File: config.mk
export PLATFORM = sky130hd
export DESIGN_NAME = sadd_unit
export DESIGN_NICKNAME = d
export VERILOG_FILES = /design/src/rtl/sadd_pkg.sv /design/src/rtl/sadd_extend.sv /design/src/rtl/sadd_shifter.sv /design/src/rtl/sadd_cond.sv /design/src/rtl/sadd_unit.sv
export SDC_FILE = /design/constraint.sdc
export NUM_CORES = 1
export LEC_CHECK = 0
export BUFFER_PORTS_ARGS = -buffer_cell sky130_fd_sc_hd__clkbuf_2
export CORE_MARGIN = 2
export CORE_UTILIZATION = 45
export CTS_BUF_LIST = sky130_fd_sc_hd__clkbuf_8
export CTS_CLUSTER_DIAMETER = 50
export DETAILED_ROUTE_END_ITERATION = 16
export PLACE_DENSITY = 0.69
export SYNTH_ARGS = -nofsm -noshare
export SYNTH_HDL_FRONTEND = slang
export SYNTH_SLANG_ARGS = --single-unit
export TNS_END_PERCENT = 20
File: constraint.sdc
create_clock -name clk -period 6.3 [get_ports clk]
set_input_delay 0.315 -clock clk [delete_from_list [all_inputs] [get_ports clk]]
set_output_delay 0.315 -clock clk [all_outputs]
set_load 0.01 [all_outputs]
File: src/rtl/sadd_pkg.sv
package sadd_pkg;

    // Operand B shaping modes
    typedef enum logic [1:0] {
        SA_FULL  = 2'b00,
        SA_SWORD = 2'b01,
        SA_UWORD = 2'b10,
        SA_ALT   = 2'b11
    } sa_mode_e;

    // Signed comparison of a result against zero
    typedef struct packed {
        logic neg;
        logic pos;
        logic zero;
    } sa_cond_t;

    localparam int COND_W = $bits(sa_cond_t);

    // The spare code is folded onto full width
    function automatic sa_mode_e sa_norm_mode(input logic [1:0] code);
        sa_mode_e m;
        m = sa_mode_e'(code);
        if (m == SA_ALT) begin
            m = SA_FULL;
        end
        return m;
    endfunction

endpackage

File: src/rtl/sadd_extend.sv
module sadd_extend
    import sadd_pkg::*;
#(
    parameter int XLEN = 64
) (
    input  sa_mode_e          mode,
    input  logic [XLEN-1:0]   opnd,
    output logic [XLEN-1:0]   shaped
);
    localparam int HALF = XLEN / 2;

    logic [HALF-1:0] low_half;
    logic            low_msb;

    assign low_half = opnd[HALF-1:0];
    assign low_msb  = opnd[HALF-1];

    always_comb begin
        unique case (mode)
            SA_SWORD: shaped = {{(XLEN-HALF){low_msb}}, low_half};
            SA_UWORD: shaped = {{(XLEN-HALF){1'b0}}, low_half};
            default:  shaped = opnd;
        endcase
    end
endmodule

File: src/rtl/sadd_shifter.sv
module sadd_shifter #(
    parameter int XLEN = 64,
    parameter int SH_W = 2
) (
    input  logic [XLEN-1:0] din,
    input  logic [SH_W-1:0] code,
    output logic [XLEN-1:0] dout
);
    localparam int NAMT = 1 << SH_W;

    logic [XLEN-1:0] cand [NAMT];

    // One fixed-distance candidate per code; distance is code plus one
    for (genvar k = 0; k < NAMT; k++) begin : g_amt
        assign cand[k] = din << (k + 1);
    end

    assign dout = cand[code];
endmodule

File: src/rtl/sadd_cond.sv
module sadd_cond
    import sadd_pkg::*;
#(
    parameter int XLEN = 64
) (
    input  logic [XLEN-1:0] value,
    output sa_cond_t        cond
);
    always_comb begin
        cond.zero = ~|value;
        cond.neg  = value[XLEN-1];
        cond.pos  = ~value[XLEN-1] & ~cond.zero;
    end
endmodule

File: src/rtl/sadd_unit.sv
module sadd_unit
    import sadd_pkg::*;
#(
    parameter int XLEN = 64,
    parameter int SH_W = 2
) (
    input  logic              clk,
    input  logic              rst,
    input  logic              in_valid,
    input  logic [1:0]        in_mode,
    input  logic [SH_W-1:0]   in_sh,
    input  logic              in_rc,
    input  logic [XLEN-1:0]   in_a,
    input  logic [XLEN-1:0]   in_b,
    output logic              out_valid,
    output logic [XLEN-1:0]   out_result,
    output logic              out_cr_we,
    output logic [2:0]        out_cr
);
    sa_mode_e        mode;
    logic [XLEN-1:0] b_shaped;
    logic [XLEN-1:0] b_scaled;
    logic [XLEN-1:0] sum;
    sa_cond_t        cond;

    assign mode = sa_norm_mode(in_mode);

    sadd_extend #(.XLEN(XLEN)) u_ext (
        .mode   (mode),
        .opnd   (in_b),
        .shaped (b_shaped)
    );

    sadd_shifter #(.XLEN(XLEN), .SH_W(SH_W)) u_shf (
        .din  (b_shaped),
        .code (in_sh),
        .dout (b_scaled)
    );

    // Modular add: carry out is dropped by the width of sum
    assign sum = b_scaled + in_a;

    sadd_cond #(.XLEN(XLEN)) u_cond (
        .value (sum),
        .cond  (cond)
    );

    always_ff @(posedge clk) begin
        if (rst) begin
            out_valid  <= 1'b0;
            out_cr_we  <= 1'b0;
            out_result <= '0;
            out_cr     <= '0;
        end else begin
            out_valid <= in_valid;
            out_cr_we <= in_valid & in_rc;
            if (in_valid) begin
                out_result <= sum;
            end
            if (in_valid && in_rc) begin
                out_cr <= cond;
            end
        end
    end
endmodule

==> impl_metrics.yaml <==
run_status:
  status: "complete, no violations"
cells_and_area:
  drive_above_1_share: 0.241
  fin_cells: 1479
  final_common_cell: "clkbuf_2"
  syn_to_final_growth_pct: 14.8
  final_nets: 1443
  antenna_cells: 0
  final_cell_mix: "clkbuf_2 (200), a21oi_1 (136), nor2_1 (134)"
die:
  start_util: 0.458
  io_pins: 205
  die_w_um: 142
  die_height_um: 142
  fp-row-count: 50
  dieArea_mm2: 0.0201
  core_mm2: 0.0186
detailed_routing:
  final_antenna_net_count: 0
  vias: 8956
  wl_um: 27500
  wl_per_cell_um: 18.6
  drtIter0Drc: 671
  firstDrtPassIters: 5
  drcViolationCount: 0
  viasPerCell: 6.06
power_and_ir_drop:
  ir_drop_uv: 102
  power_density_mw_per_mm2: 221
  finalPower_mw: 2.17
  p_leak_nw: 4.37
clock_network:
  ctsResizeCount: 0
  cts_buffer_depth: 2
  cts_max_level: 3
  cts_tree: "built"
  clk_latency_ns: 0.34
  cts-root-buf: "clkbuf_8"
  numClockSinks: 69
  numCtsBuffers: 9
  hold_buffers: 0
  postCtsSetupRepairBufs: 0
  clk_pin_slew_ns: 0.07
global_routing:
  grt_pass1_wl_um: 41600
  grt.total_usage: 0.261
  antenna_found_initial: 0
  grt_overflow: 0
  grt_max_degree: 66
  grt_pass1_vias: 7871
sta:
  period_needed_ns: 5.02
  period_share: 0.797
  rsz0062_at_grt: "no"
  drv_slew: 0
  max_freq_mhz: 199
  relSlewSlack: 0.392
  tns_ns: 0
  tightest_slew_ns: 0.912
  worst_slack_ns: 1.28
  setup_viol: 0
  skew_ns: 0
  hold_viol: 0
critical_path:
  worstSetupEndpointType: "register"
  critPathMaxStageDelay_ns: 0.67
  timing.critical_path.max_delay_family: "simple AND/OR/NAND/NOR gates"
  path_class: "primary input to register"
  crit_chain: "buf_4 -> buf_4 -> mux2_2 -> a21oi_1 -> nor2b_1 -> a31oi_1 -> ha_1 -> nand4_1 -> nor4_1 -> nand2_1 -> a21oi_1 -> a21oi_1 -> mux2i_1 -> a211o_1 -> nor4_1 -> nand4_1 -> or4_4 -> a21o_1"
  required_ns: 6.54
  critPathMostFrequentCell: "a21oi_1"
  cp-start-kind: "primary input"
  ff2ff_path_depth: 3
  slowest_stage: "nor4_1"
  crit_arrival_ns: 5.26
  critPathBufInv: 2
  worst-path-stages: 18
  crit_fanout: 30
logic_synthesis:
  yosys-top-cells-area: "dfxtp_1 (16%), ha_1 (9.7%), mux2i_1 (8.9%), a21oi_1 (8.0%), mux4_2 (7.4%)"
  synth_fp_nets: 1284
  synth_flop_cell: "dfxtp_1"
  synth_area_leader_cell: "dfxtp_1"
  ys_seq_area_frac: 0.162
  yosys_warnings: 0
  yosysTopAreaCellShare: 0.162
  synth_seq_cells: 69
  syn_area_per_cell_um2: 7.90
  synth_edf_count: 0
  synthesis.instances: 1081
  yosysUniqueCellTypes: 78
  synth.cell_area_mm2: 0.00854
  synthArstFlopShare: 0
hold_path:
  whs_path_depth: 3
  hold_path.class: "primary input to register"
job:
  max_cap_violations: 0
place:
  numPortBuffers: 203
  gp_congestion: 0.973
  pre_cts_ws_ns: 0.991
  placedCellCount: 1463
  dp_hpwl_um: 23100
[worst register-to-register path, delay by kind of cell, from the launching register on]
kind               cells  cell delay, ns
AOI/OAI and AO/OA      1            0.17
DFF                    1            0.33
and+or+nand+nor        2            0.19
[per-stage QoR]
stage	utilization	hold slack (ns)	instance area (um^2)
finish	0.526	0.259	9810
global route	0.526	0.262	9810
floorplan	-	0.463	8540
global placement	0.518	0.455	9650
CTS	0.526	0.253	9810
detailed placement	0.518	0.459	9650
[sequential cells by signal (all words and copies together) (netlist names)]
signal / cells
out_result: 64
out_cr: 3
out_cr_we: 1
out_valid: 1
[path summary, 6_finish.rpt]
kind / from / to / slack, ns
max reg2reg: out_result[60] / out_result[60] / 5.48
min reg2reg: out_cr[0] / out_cr[0] / 0.47
min: in_a[0] / out_result[0] / 0.26
max: in_sh[0] / out_cr[1] / 1.28
[layer usage]
layer	track usage	part of all wire
met5	0	0
met4	0.0505	0.011
met3	0.0364	0.069
met2	0.378	0.41
met1	0.409	0.51
[cell families after synthesis]
logic type               Yosys count  synth area share
multiplexers                     136             0.205
flip-flops                        69             0.162
buffers and inverters             73            0.0346
XOR/XNOR                          54            0.0563
AND/OR/NAND/NOR                  342             0.189
adder cells (fa/ha/maj)           67            0.0990
AO/OA/AOI/OAI                    340             0.254
[report_power, final]
| group | leakage [nW] | switching (mW) | internal [mW] | total [mW] |
|---|---|---|---|---|
| clock network | 0.0935 | 0.159 | 0.137 | 0.296 |
| registers | 0.570 | 0.0385 | 0.502 | 0.540 |
| logic | 3.71 | 0.826 | 0.506 | 1.33 |
| total | 4.37 | 1.02 | 1.14 | 2.17 |
[synthesized netlist by cell type (all sizes together), types with 7 or more instances]
| library cell | number |
|---|---|
| a21oi | 136 |
| nor2 | 134 |
| nand2 | 81 |
| mux2i | 76 |
| dfxtp | 69 |
| ha | 66 |
| o21ai | 63 |
| clkbuf | 39 |
| mux2 | 32 |
| nand4 | 29 |
| mux4 | 28 |
| xnor2 | 28 |
| xor2 | 26 |
| buf | 23 |
| nor3 | 22 |
| a21o | 21 |
| a211oi | 20 |
| o21a | 14 |
| nand3 | 13 |
| a31oi | 11 |
| o211ai | 11 |
| nor2b | 10 |
| nor4 | 10 |
| inv | 9 |
| o21bai | 9 |
| and2 | 7 |
| and3 | 7 |
[layout make-up]
cell class	instances	area, um^2
clock buffer	9	124
clock inverter	7	33.8
fill	1859	8830
inverter	11	41.3
multi-input combinational	939	6860
sequential	69	1380
tap	234	293
timing repair buffer	210	1070
Power figures use the tool's default switching activity.
